--- src/rtl/b3_pkg.sv ---
package b3_pkg;
   typedef enum logic {
      OUT_COMB = 1'b0,
      OUT_REG  = 1'b1
   } out_mode_e;
endpackage

--- src/rtl/b3_lane.sv ---
module b3_lane #(
   parameter int W = 8
) (
   input  logic         clk,
   input  logic         rst_n,
   input  logic         beat,
   input  logic         restart,
   input  logic         excl,
   input  logic [W-1:0] tx,
   output logic [W-1:0] hold
);
   logic [W-1:0] acc;
   logic         take;

   assign take = beat && !excl;

   always_ff @(posedge clk) begin
      if (!rst_n) begin
         acc  <= '0;
         hold <= '0;
      end else if (restart) begin
         hold <= acc;
         acc  <= take ? tx : '0;
      end else if (take) begin
         acc <= acc ^ tx;
      end
   end


   hold_stable_chk: assert property (@(posedge clk) disable iff (!rst_n)
      !restart |=> $stable(hold));

   excl_keep_chk: assert property (@(posedge clk) disable iff (!rst_n)
      beat && excl && !restart |=> $stable(acc));
endmodule

--- src/rtl/b3_arm.sv ---
module b3_arm (
   input  logic clk,
   input  logic rst_n,
   input  logic arm,
   input  logic consume,
   output logic pend
);
   always_ff @(posedge clk) begin
      if (!rst_n) pend <= 1'b0;
      else        pend <= (pend && !consume) || arm;
   end


   one_shot_chk: assert property (@(posedge clk) disable iff (!rst_n)
      consume && !arm |=> !pend);

   no_arm_chk: assert property (@(posedge clk) disable iff (!rst_n)
      !arm && !pend |=> !pend);
endmodule

--- src/rtl/path_bip8_gen.sv ---
module path_bip8_gen
   import b3_pkg::*;
#(
   parameter int        NCH      = 3,
   parameter int        W        = 8,
   parameter out_mode_e OUT_MODE = OUT_REG,
   localparam int       CW       = (NCH > 1) ? $clog2(NCH) : 1
) (
   input  logic           clk,
   input  logic           rst_n,
   input  logic           byte_en,
   input  logic [CW-1:0]  chan,
   input  logic [W-1:0]   din,
   input  logic           frame_start,
   input  logic           oh_col,
   input  logic [NCH-1:0] b3_slot,
   input  logic [NCH-1:0] err_en,
   input  logic           err_strobe,
   output logic           dout_valid,
   output logic [W-1:0]   dout
);
   if (NCH < 1 || NCH > 64) begin : g_bad_nch
      $error("path_bip8_gen: NCH out of range");
   end
   if (W < 1) begin : g_bad_w
      $error("path_bip8_gen: W must be positive");
   end

   logic [W-1:0]   hold_a [NCH];
   logic [NCH-1:0] pend;
   logic           hit;
   logic           inj;
   logic           restart;
   logic [W-1:0]   tx;

   assign restart = byte_en && frame_start;

   always_comb begin
      hit = byte_en && b3_slot[chan];
      inj = hit && pend[chan];
      tx  = hit ? (hold_a[chan] ^ {W{inj}}) : din;
   end

   for (genvar i = 0; i < NCH; i++) begin : g_lane
      logic beat;
      assign beat = byte_en && (chan == CW'(i));

      b3_lane #(.W(W)) u_lane (
         .clk     (clk),
         .rst_n   (rst_n),
         .beat    (beat),
         .restart (restart),
         .excl    (oh_col),
         .tx      (tx),
         .hold    (hold_a[i])
      );

      b3_arm u_arm (
         .clk     (clk),
         .rst_n   (rst_n),
         .arm     (err_strobe && err_en[i]),
         .consume (beat && hit),
         .pend    (pend[i])
      );
   end

   if (OUT_MODE == OUT_REG) begin : g_reg
      always_ff @(posedge clk) begin
         if (!rst_n) begin
            dout_valid <= 1'b0;
            dout       <= '0;
         end else begin
            dout_valid <= byte_en;
            if (byte_en) dout <= tx;
         end
      end


      pass_thru_chk: assert property (@(posedge clk) disable iff (!rst_n)
         byte_en && !hit |=> dout_valid && dout == $past(din));

      idle_chk: assert property (@(posedge clk) disable iff (!rst_n)
         !byte_en |=> !dout_valid);
   end else begin : g_comb
      assign dout_valid = byte_en;
      assign dout       = tx;
   end


   slot_onehot_chk: assert property (@(posedge clk) disable iff (!rst_n)
      $onehot0(b3_slot));

   slot_chan_chk: assert property (@(posedge clk) disable iff (!rst_n)
      byte_en && (b3_slot != '0) |-> b3_slot[chan]);

   chan_range_chk: assert property (@(posedge clk) disable iff (!rst_n)
      byte_en |-> int'(chan) < NCH);

   fs_qual_chk: assert property (@(posedge clk) disable iff (!rst_n)
      frame_start |-> byte_en);

   reset_clear_chk: assert property (@(posedge clk)
      !rst_n |=> pend == '0);
endmodule

--- config.mk ---
export PLATFORM = sky130hd
export DESIGN_NAME = path_bip8_gen
export DESIGN_NICKNAME = d
export VERILOG_FILES = /design/src/rtl/b3_pkg.sv /design/src/rtl/b3_lane.sv /design/src/rtl/b3_arm.sv /design/src/rtl/path_bip8_gen.sv
export SDC_FILE = /design/constraint.sdc
export NUM_CORES = 1
export LEC_CHECK = 0
export BUFFER_PORTS_ARGS = -buffer_cell sky130_fd_sc_hd__buf_2
export CORE_MARGIN = 2
export CORE_UTILIZATION = 49
export CTS_CLUSTER_SIZE = 20
export DETAILED_ROUTE_END_ITERATION = 10
export GPL_TIMING_DRIVEN = 0
export PLACE_DENSITY = 0.68
export SLEW_MARGIN = 15
export SYNTH_ARGS = -nofsm -noshare
export SYNTH_HDL_FRONTEND = slang
export SYNTH_SLANG_ARGS = --single-unit
export TNS_END_PERCENT = 1
--- constraint.sdc ---
create_clock -name clk -period 3.5 [get_ports clk]
set_input_delay 0.35 -clock clk [delete_from_list [all_inputs] [get_ports clk]]
set_output_delay 0.35 -clock clk [all_outputs]
set_load 0.02 [all_outputs]
==> results.md, run 1 <==
- Number of cells in the finished layout apart from fillers: 554
- Depth of the most critical reg-to-reg path: 6
- Placed standard-cell area: 0.00361 mm2
- Proportion of netlist area held by the largest area contributor: 35.6%
- Cell Count Post-Placement: 539
- Number of stages on the worst hold path: 3
- Nets: 492
- Critical R2R Capture: g_lane[1].u_lane.acc[5]
- CTS Hold Bufs: 0
- Finish-stage setup viols: 0
- Placeable Area: 0.00672 mm2
- Maxcap violations: 0
- Final period utilization: 61.4%
- Number of setup buffers added after CTS: 0
- Normalized max-slew margin: 30.8%
- Ys async rst share: 0%
- Gpl congestion: 0.919
- Die outline width: 87.0 um
- Cells after synthesis: 431
- Worst setup path start: frame_start
- Post-synth cell types: 46
- YS warnings: 0
- CP Launch Type: input port
- Number of register bits inferred by synthesis: 60
- Seq/Total Area, Yosys: 35.6%
- Final WL: 10700 um
- Routed WL per cell: 19.2 um
- Most frequently used flop master after synthesis: sky130_fd_sc_hd__dfxtp_1
- Area growth from synthesis to layout: 12.4%
- Vias in the first global route: 3307
- Top-level I/O count: 31
- Via density: 6.42
- Number of placement rows: 30
- Actual transition at the worst max-transition pin: 1.03 ns
- Total global-route track usage: 29.5%
- Critical path type: input port to flip-flop
- Peak supply drop: 325 uV
- Hold Worst Slack: 0.241 ns
- Total half-perimeter wirelength after legalization and detailed placement: 7620 um
- CTS H-tree depth: 3
- Final-report hold violation count: 0
- Register-to-register path setup slack: 1.56 ns
- Final setup skew: 0.00641 ns
- Netlist area before placement: 0.00337 mm2
- PostCTS Resize Cnt: 0
- Starting utilization of the core area: 50.2%
- Largest driver fanout on the critical path: 10
- Clock tree from TritonCTS: done
- Number of buffers inserted by port buffering: 28
- Worst hold-check path type: input port to flip-flop
- Count of inserted antenna diode cells: 0
- Worst EP required: 3.77 ns
- Min Tclk post-route: 2.15 ns
- Run status: finished, final reports clean
- First-pass GRT wire length: 17100 um
- Max Freq: 466 MHz
- Type of destination of the critical path: flip-flop
- Synth Area per Inst: 7.83 um2
- Fraction of final layout cells with drive strength greater than 1: 15.0%
- First DRT Iteration DRCs: 287
- First-pass iteration count of the detailed router: 5
- Power density normalized to cell area: 406 mW/mm2
- Cts bufs inserted: 9
- DIE HEIGHT: 87.0 um
- Root buffer cell: sky130_fd_sc_hd__clkbuf_8
- Summed area of non-filler cells in the final layout: 0.00379 mm2
- EDFF count, synth: 0
- Die ar.: 0.00756 mm2
- Maximum count of clock buffers along a single path: 2
- Post-Syn Nets: 453
- Ranking of synthesized cells by area: sky130_fd_sc_hd__dfxtp_1 36%, sky130_fd_sc_hd__nand2_1 9.3%, sky130_fd_sc_hd__a21oi_1 6.1%, sky130_fd_sc_hd__nand3_1 3.4%, sky130_fd_sc_hd__mux2i_1 2.7%
- # clock sinks: 60
- Clock transition at path regs: 0.07 ns
- Worst r2r src: g_lane[1].u_arm.pend
- Unrepaired setup endpoints after global routing: false
- Post-synth top area cell: sky130_fd_sc_hd__dfxtp_1
- Leakage Power: 0.00137 uW
- Overall overflow remaining after global route: 0
- Timing endpoint of the critical path: g_lane[1].u_lane.hold[1]
- Overall power: 1540 uW
- Pin count of the biggest net entering global routing: 11
- Antenna violation net count after detailed routing: 0
- Arrival time reported for the critical path endpoint: 2.42 ns
- Via count: 3559
- Final routed DRC violation total: 0
- Final Slew Violations: 0
- Clock latency at the later pin of the worst-skew pair: 0.34 ns
- Initial antenna violation count: 0
- Setup TNS Final: 0 ns
[metal layers]
metal	GRT usage, %	up-vias	wire, um
li1	-	1661	-
met1	38.8	1684	4530
met2	47.8	171	4930
met3	5.69	43	806
met4	10.9	0	381
met5	0	-	0
[worst max-delay path, cell delays in order]
cell	delay (ns)
sky130_fd_sc_hd__clkbuf_1	0.23
sky130_fd_sc_hd__nand2_1	0.23
sky130_fd_sc_hd__buf_1	0.42
sky130_fd_sc_hd__clkbuf_1	0.46
sky130_fd_sc_hd__clkbuf_1	0.47
sky130_fd_sc_hd__nand2_1	0.10
sky130_fd_sc_hd__a21oi_1	0.15
[where the power goes]
group / internal [uW] / switching (uW) / total, uW
registers: 707 / 16.2 / 723
logic: 74.9 / 168 / 243
clock network: 289 / 285 / 574
total: 1070 / 469 / 1540
[synthesized netlist by cell type (3+ instances only)]
library cell / n
sky130_fd_sc_hd__a21bo_2: 7
sky130_fd_sc_hd__a311o_1: 7
sky130_fd_sc_hd__inv_1: 4
sky130_fd_sc_hd__dfxtp_1: 60
sky130_fd_sc_hd__nor2b_1: 8
sky130_fd_sc_hd__mux2i_1: 9
sky130_fd_sc_hd__nor3_1: 13
sky130_fd_sc_hd__nand4_1: 9
sky130_fd_sc_hd__buf_2: 5
sky130_fd_sc_hd__buf_1: 5
sky130_fd_sc_hd__nand3_1: 23
sky130_fd_sc_hd__a31o_2: 8
sky130_fd_sc_hd__a22oi_1: 8
sky130_fd_sc_hd__o211ai_1: 11
sky130_fd_sc_hd__a2111oi_0: 8
sky130_fd_sc_hd__o21ai_0: 4
sky130_fd_sc_hd__a21oi_1: 41
sky130_fd_sc_hd__nand2b_1: 3
sky130_fd_sc_hd__nand2_1: 84
sky130_fd_sc_hd__a21o_1: 4
sky130_fd_sc_hd__a41o_1: 5
sky130_fd_sc_hd__nor2_1: 23
sky130_fd_sc_hd__o2bb2ai_1: 8
sky130_fd_sc_hd__xnor2_1: 8
sky130_fd_sc_hd__buf_4: 3
sky130_fd_sc_hd__a31oi_1: 8
sky130_fd_sc_hd__or4b_1: 7
sky130_fd_sc_hd__clkbuf_1: 19
sky130_fd_sc_hd__a21boi_0: 3
sky130_fd_sc_hd__or3_1: 8
[cell usage in the layout, fill, tap and decap left out, drive strengths merged, types with 4 or more instances in the layout]
master / n
nand2: 84
dfxtp: 60
buf: 43
a21oi: 41
clkbuf: 30
nor2: 23
nand3: 23
nor3: 14
o211ai: 11
mux2i: 9
nand4: 9
o2bb2ai: 9
nor2b: 8
xnor2: 8
a2111oi: 8
a31o: 8
a31oi: 8
a22oi: 8
or3: 8
a311o: 7
a21bo: 7
or4b: 7
a41o: 5
o21ai: 5
inv: 4
a21o: 4
[sequential cells by signal (all words and copies together), names as in the netlist]
register	flops
dout	8
dout_valid	1
g_lane.u_arm.pend	3
g_lane.u_lane.acc	24
g_lane.u_lane.hold	24
[worst min path at each step]
| stage | from | end | slack, ns |
|---|---|---|---|
| after floorplan | g_lane[1].u_lane.acc[7] | g_lane[1].u_lane.hold[7] | 0.43 |
| after global placement | g_lane[2].u_lane.hold[7] | g_lane[2].u_lane.hold[7] | 0.44 |
| after detailed placement | g_lane[0].u_lane.hold[7] | g_lane[0].u_lane.hold[7] | 0.45 |
| after CTS | err_en[0] | g_lane[0].u_arm.pend | 0.24 |
| after global routing | err_en[0] | g_lane[0].u_arm.pend | 0.24 |
| final | err_en[0] | g_lane[0].u_arm.pend | 0.24 |
[final cells by class]
cell class,instances,area (um2)
sequential,60,1200
timing repair buffer,28,140
fill,636,2930
tap,80,100
multi-input combinational,333,2000
inverter,4,15.0
buffer,34,160
clock buffer,11,151
clock inverter,4,25.0
[stage by stage]
step                      setup WS, ns  utilization, %
after floorplan                   1.53               -
after global placement            1.09            53.8
after detailed placement          1.07            53.8
after CTS                         1.38            56.4
after global routing              1.22            56.4
final                             1.35            56.4
[logic make-up after synthesis]
kind of cell | count (synthesis) | share of synthesized area (%)
buffers and inverters | 38 | 5.19
flip-flops | 60 | 35.6
XOR/XNOR | 9 | 2.34
multiplexers | 10 | 3.00
AND/OR/NAND/NOR | 187 | 26.6
AO/OA/AOI/OAI | 127 | 27.3
Note: power is estimated with default switching activity, not from simulation.
==> inputs of run 2 (changes only) <==
- clock period: 3.5 -> 2.1 ns (I/O delays scaled with it)
==> results.md, run 2 (synthesis results as in run 1) <==
- Root buffer cell: sky130_fd_sc_hd__clkbuf_8
- Slowest-stage cell, CP: sky130_fd_sc_hd__clkbuf_1
- Via density: 6.48 (+0.81%)
- PostCTS Resize Cnt: 0 (unchanged)
- Vias in the first global route: 3307 (unchanged)
- Logic depth of the worst setup path including buffers: 8 (+1)
- Number of buffer and inverter stages on the critical path: 3 (-1)
- Maxcap violations: 0 (unchanged)
- Antenna violation net count after detailed routing: 0 (unchanged)
- Routed WL per cell: 19.2 um (+0.11%)
- Run status: finished, final reports clean
- Leakage Power: 0.00137 uW (+0.40%)
- Starting utilization of the core area: 50.2% (unchanged)
- First-pass iteration count of the detailed router: 5 (unchanged)
- Worst-case setup slack after placement: -0.190 ns (-1.26 ns)
- Via count: 3588 (+0.81%)
- First-pass GRT wire length: 17100 um (unchanged)
- Worst setup margin: 0.114 ns (-1.24 ns)
- Peak supply drop: 538 uV (+66%)
- Final Slew Violations: 0 (unchanged)
- Final setup skew: 0.00531 ns (-0.00110 ns)
- Maximum count of clock buffers along a single path: 2 (unchanged)
- Finish-stage setup viols: 0 (unchanged)
- Die ar.: 0.00756 mm2 (unchanged)
- Top-level I/O count: 31 (unchanged)
- Initial antenna violation count: 0 (unchanged)
- Overall power: 2560 uW (+66%)
- CP Launch Type: input port
- Final WL: 10700 um (+0.11%)
- Count of inserted antenna diode cells: 0 (unchanged)
- Gpl congestion: 0.919 (unchanged)
- Ordered list of cells on the worst path: buf_4 -> mux2_1 -> a21o_1 -> and2_0 -> buf_2 -> clkbuf_1 -> nand2_1 -> o211ai_1
- Number of filler cells placed in the layout: 638 (+0.31%)
- Total half-perimeter wirelength after legalization and detailed placement: 7620 um (unchanged)
- Min Tclk post-route: 1.99 ns
- Footprint of the multi-input gates: 0.00200 mm2 (unchanged)
- CTS H-tree depth: 3 (unchanged)
- Cell family contributing the most delay on the critical path: buffers and inverters
- Share of the core filled with cells in the final layout: 56.4% (about the same)
- Depth of the most critical reg-to-reg path: 6 (unchanged)
- Registers with the most flip-flops: g_lane.u_lane.acc: 24 flops, g_lane.u_lane.hold: 24 flops, dout: 8 flops
- Number of buffers inserted by port buffering: 28 (unchanged)
- # clock sinks: 60 (unchanged)
- DIE HEIGHT: 87.0 um (unchanged)
- Clock latency at the later pin of the worst-skew pair: 0.34 ns (about the same)
- Worst hold-check path type: input port to flip-flop
- Type of destination of the critical path: flip-flop
- Final-report hold violation count: 0 (unchanged)
- CTS Hold Bufs: 0 (unchanged)
- Final routed DRC violation total: 0 (unchanged)
- Worst EP required: 2.37 ns (-1.40 ns)
- Placeable Area: 0.00672 mm2 (unchanged)
- Setup TNS Final: 0 ns (unchanged)
- Number of setup buffers added after CTS: 0 (unchanged)
- Overall overflow remaining after global route: 0 (unchanged)
- Actual transition at the worst max-transition pin: 1.01 ns (-0.0228 ns)
- Largest driver fanout on the critical path: 10 (unchanged)
- Hold Worst Slack: 0.104 ns (-0.137 ns)
- Die outline width: 87.0 um (unchanged)
- Arrival time reported for the critical path endpoint: 2.26 ns (-0.16 ns)
- Pin count of the biggest net entering global routing: 11 (unchanged)
- Unrepaired setup endpoints after global routing: false
- Cts bufs inserted: 9 (unchanged)
- Area growth from synthesis to layout: 12.4% (about the same)
- Clock tree from TritonCTS: done
- Commonest non-fill, non-tap cell in the layout: sky130_fd_sc_hd__nand2_1
- Power density normalized to cell area: 676 mW/mm2 (+66%)
- Nets: 492 (unchanged)
- Total global-route track usage: 29.5% (unchanged)
- Final period utilization: 94.5%
- Normalized max-slew margin: 32.3% (+1.5 points)
- Critical path type: input port to flip-flop
- First DRT Iteration DRCs: 268 (-6.6%)
- FF/Latch Area: 0.00120 mm2 (unchanged)
- Max Freq: 504 MHz
- Number of stages on the worst hold path: 3 (unchanged)
- Commonest cells after routing, fill and taps aside: 84 x sky130_fd_sc_hd__nand2_1, 60 x sky130_fd_sc_hd__dfxtp_1, 41 x sky130_fd_sc_hd__a21oi_1
- Number of placement rows: 30 (unchanged)
- Clock transition at path regs: 0.07 ns (about the same)
- Fraction of final layout cells with drive strength greater than 1: 15.4% (+0.42 points)
- Maximum cell stage delay along the critical path: 0.51 ns (+0.04 ns)
==> run 2: final timing paths <==
| check | start | end | slack, ns |
|---|---|---|---|
| min reg2reg | g_lane[2].u_lane.hold[6] | g_lane[2].u_lane.hold[6] | 0.46 |
| max reg2reg | g_lane[1].u_arm.pend | g_lane[1].u_lane.acc[5] | 0.17 |
| min | err_en[0] | g_lane[0].u_arm.pend | 0.10 |
| max | chan[0] | g_lane[0].u_lane.acc[3] | 0.11 |
==> run 2: power by group <==
part | total [uW] | switching, uW | internal, uW
Clock | 952 | 471 | 481
Sequential | 1200 | 26.8 | 1180
Combinational | 406 | 281 | 125
==> run 2: layer usage <==
| metal | global-route usage [%] | up-vias | wire [um] |
|---|---|---|---|
| li1 | - | 1665 | - |
| met1 | 38.8 | 1704 | 4490 |
| met2 | 47.8 | 182 | 5010 |
| met3 | 5.69 | 37 | 821 |
| met4 | 10.9 | 0 | 341 |
| met5 | 0 | - | 0 |
==> run 2: cell type report <==
| class | count | area share [%] |
|---|---|---|
| inverters | 4 | 0.396 |
| multi-input cells | 333 | 52.7 |
| well taps | 80 | 2.64 |
| plain buffers | 34 | 4.29 |
| flip-flops and latches | 60 | 31.7 |
| clock buffers | 11 | 3.99 |
| clock inverters | 4 | 0.660 |
| repair buffers | 28 | 3.70 |
==> run 2: worst min-delay path: stages <==
cell                      delay [ns]
sky130_fd_sc_hd__buf_2          0.09
sky130_fd_sc_hd__nand2_1        0.04
sky130_fd_sc_hd__a21oi_1        0.05
==> run 2: through the flow <==
| step | area, um2 | cells |
|---|---|---|
| after global routing | 3790 | 554 |
| after CTS | 3790 | 554 |
| after detailed placement | 3610 | 539 |
| final | 3790 | 554 |
| after global placement | 3610 | 539 |
| after floorplan | 3370 | 431 |
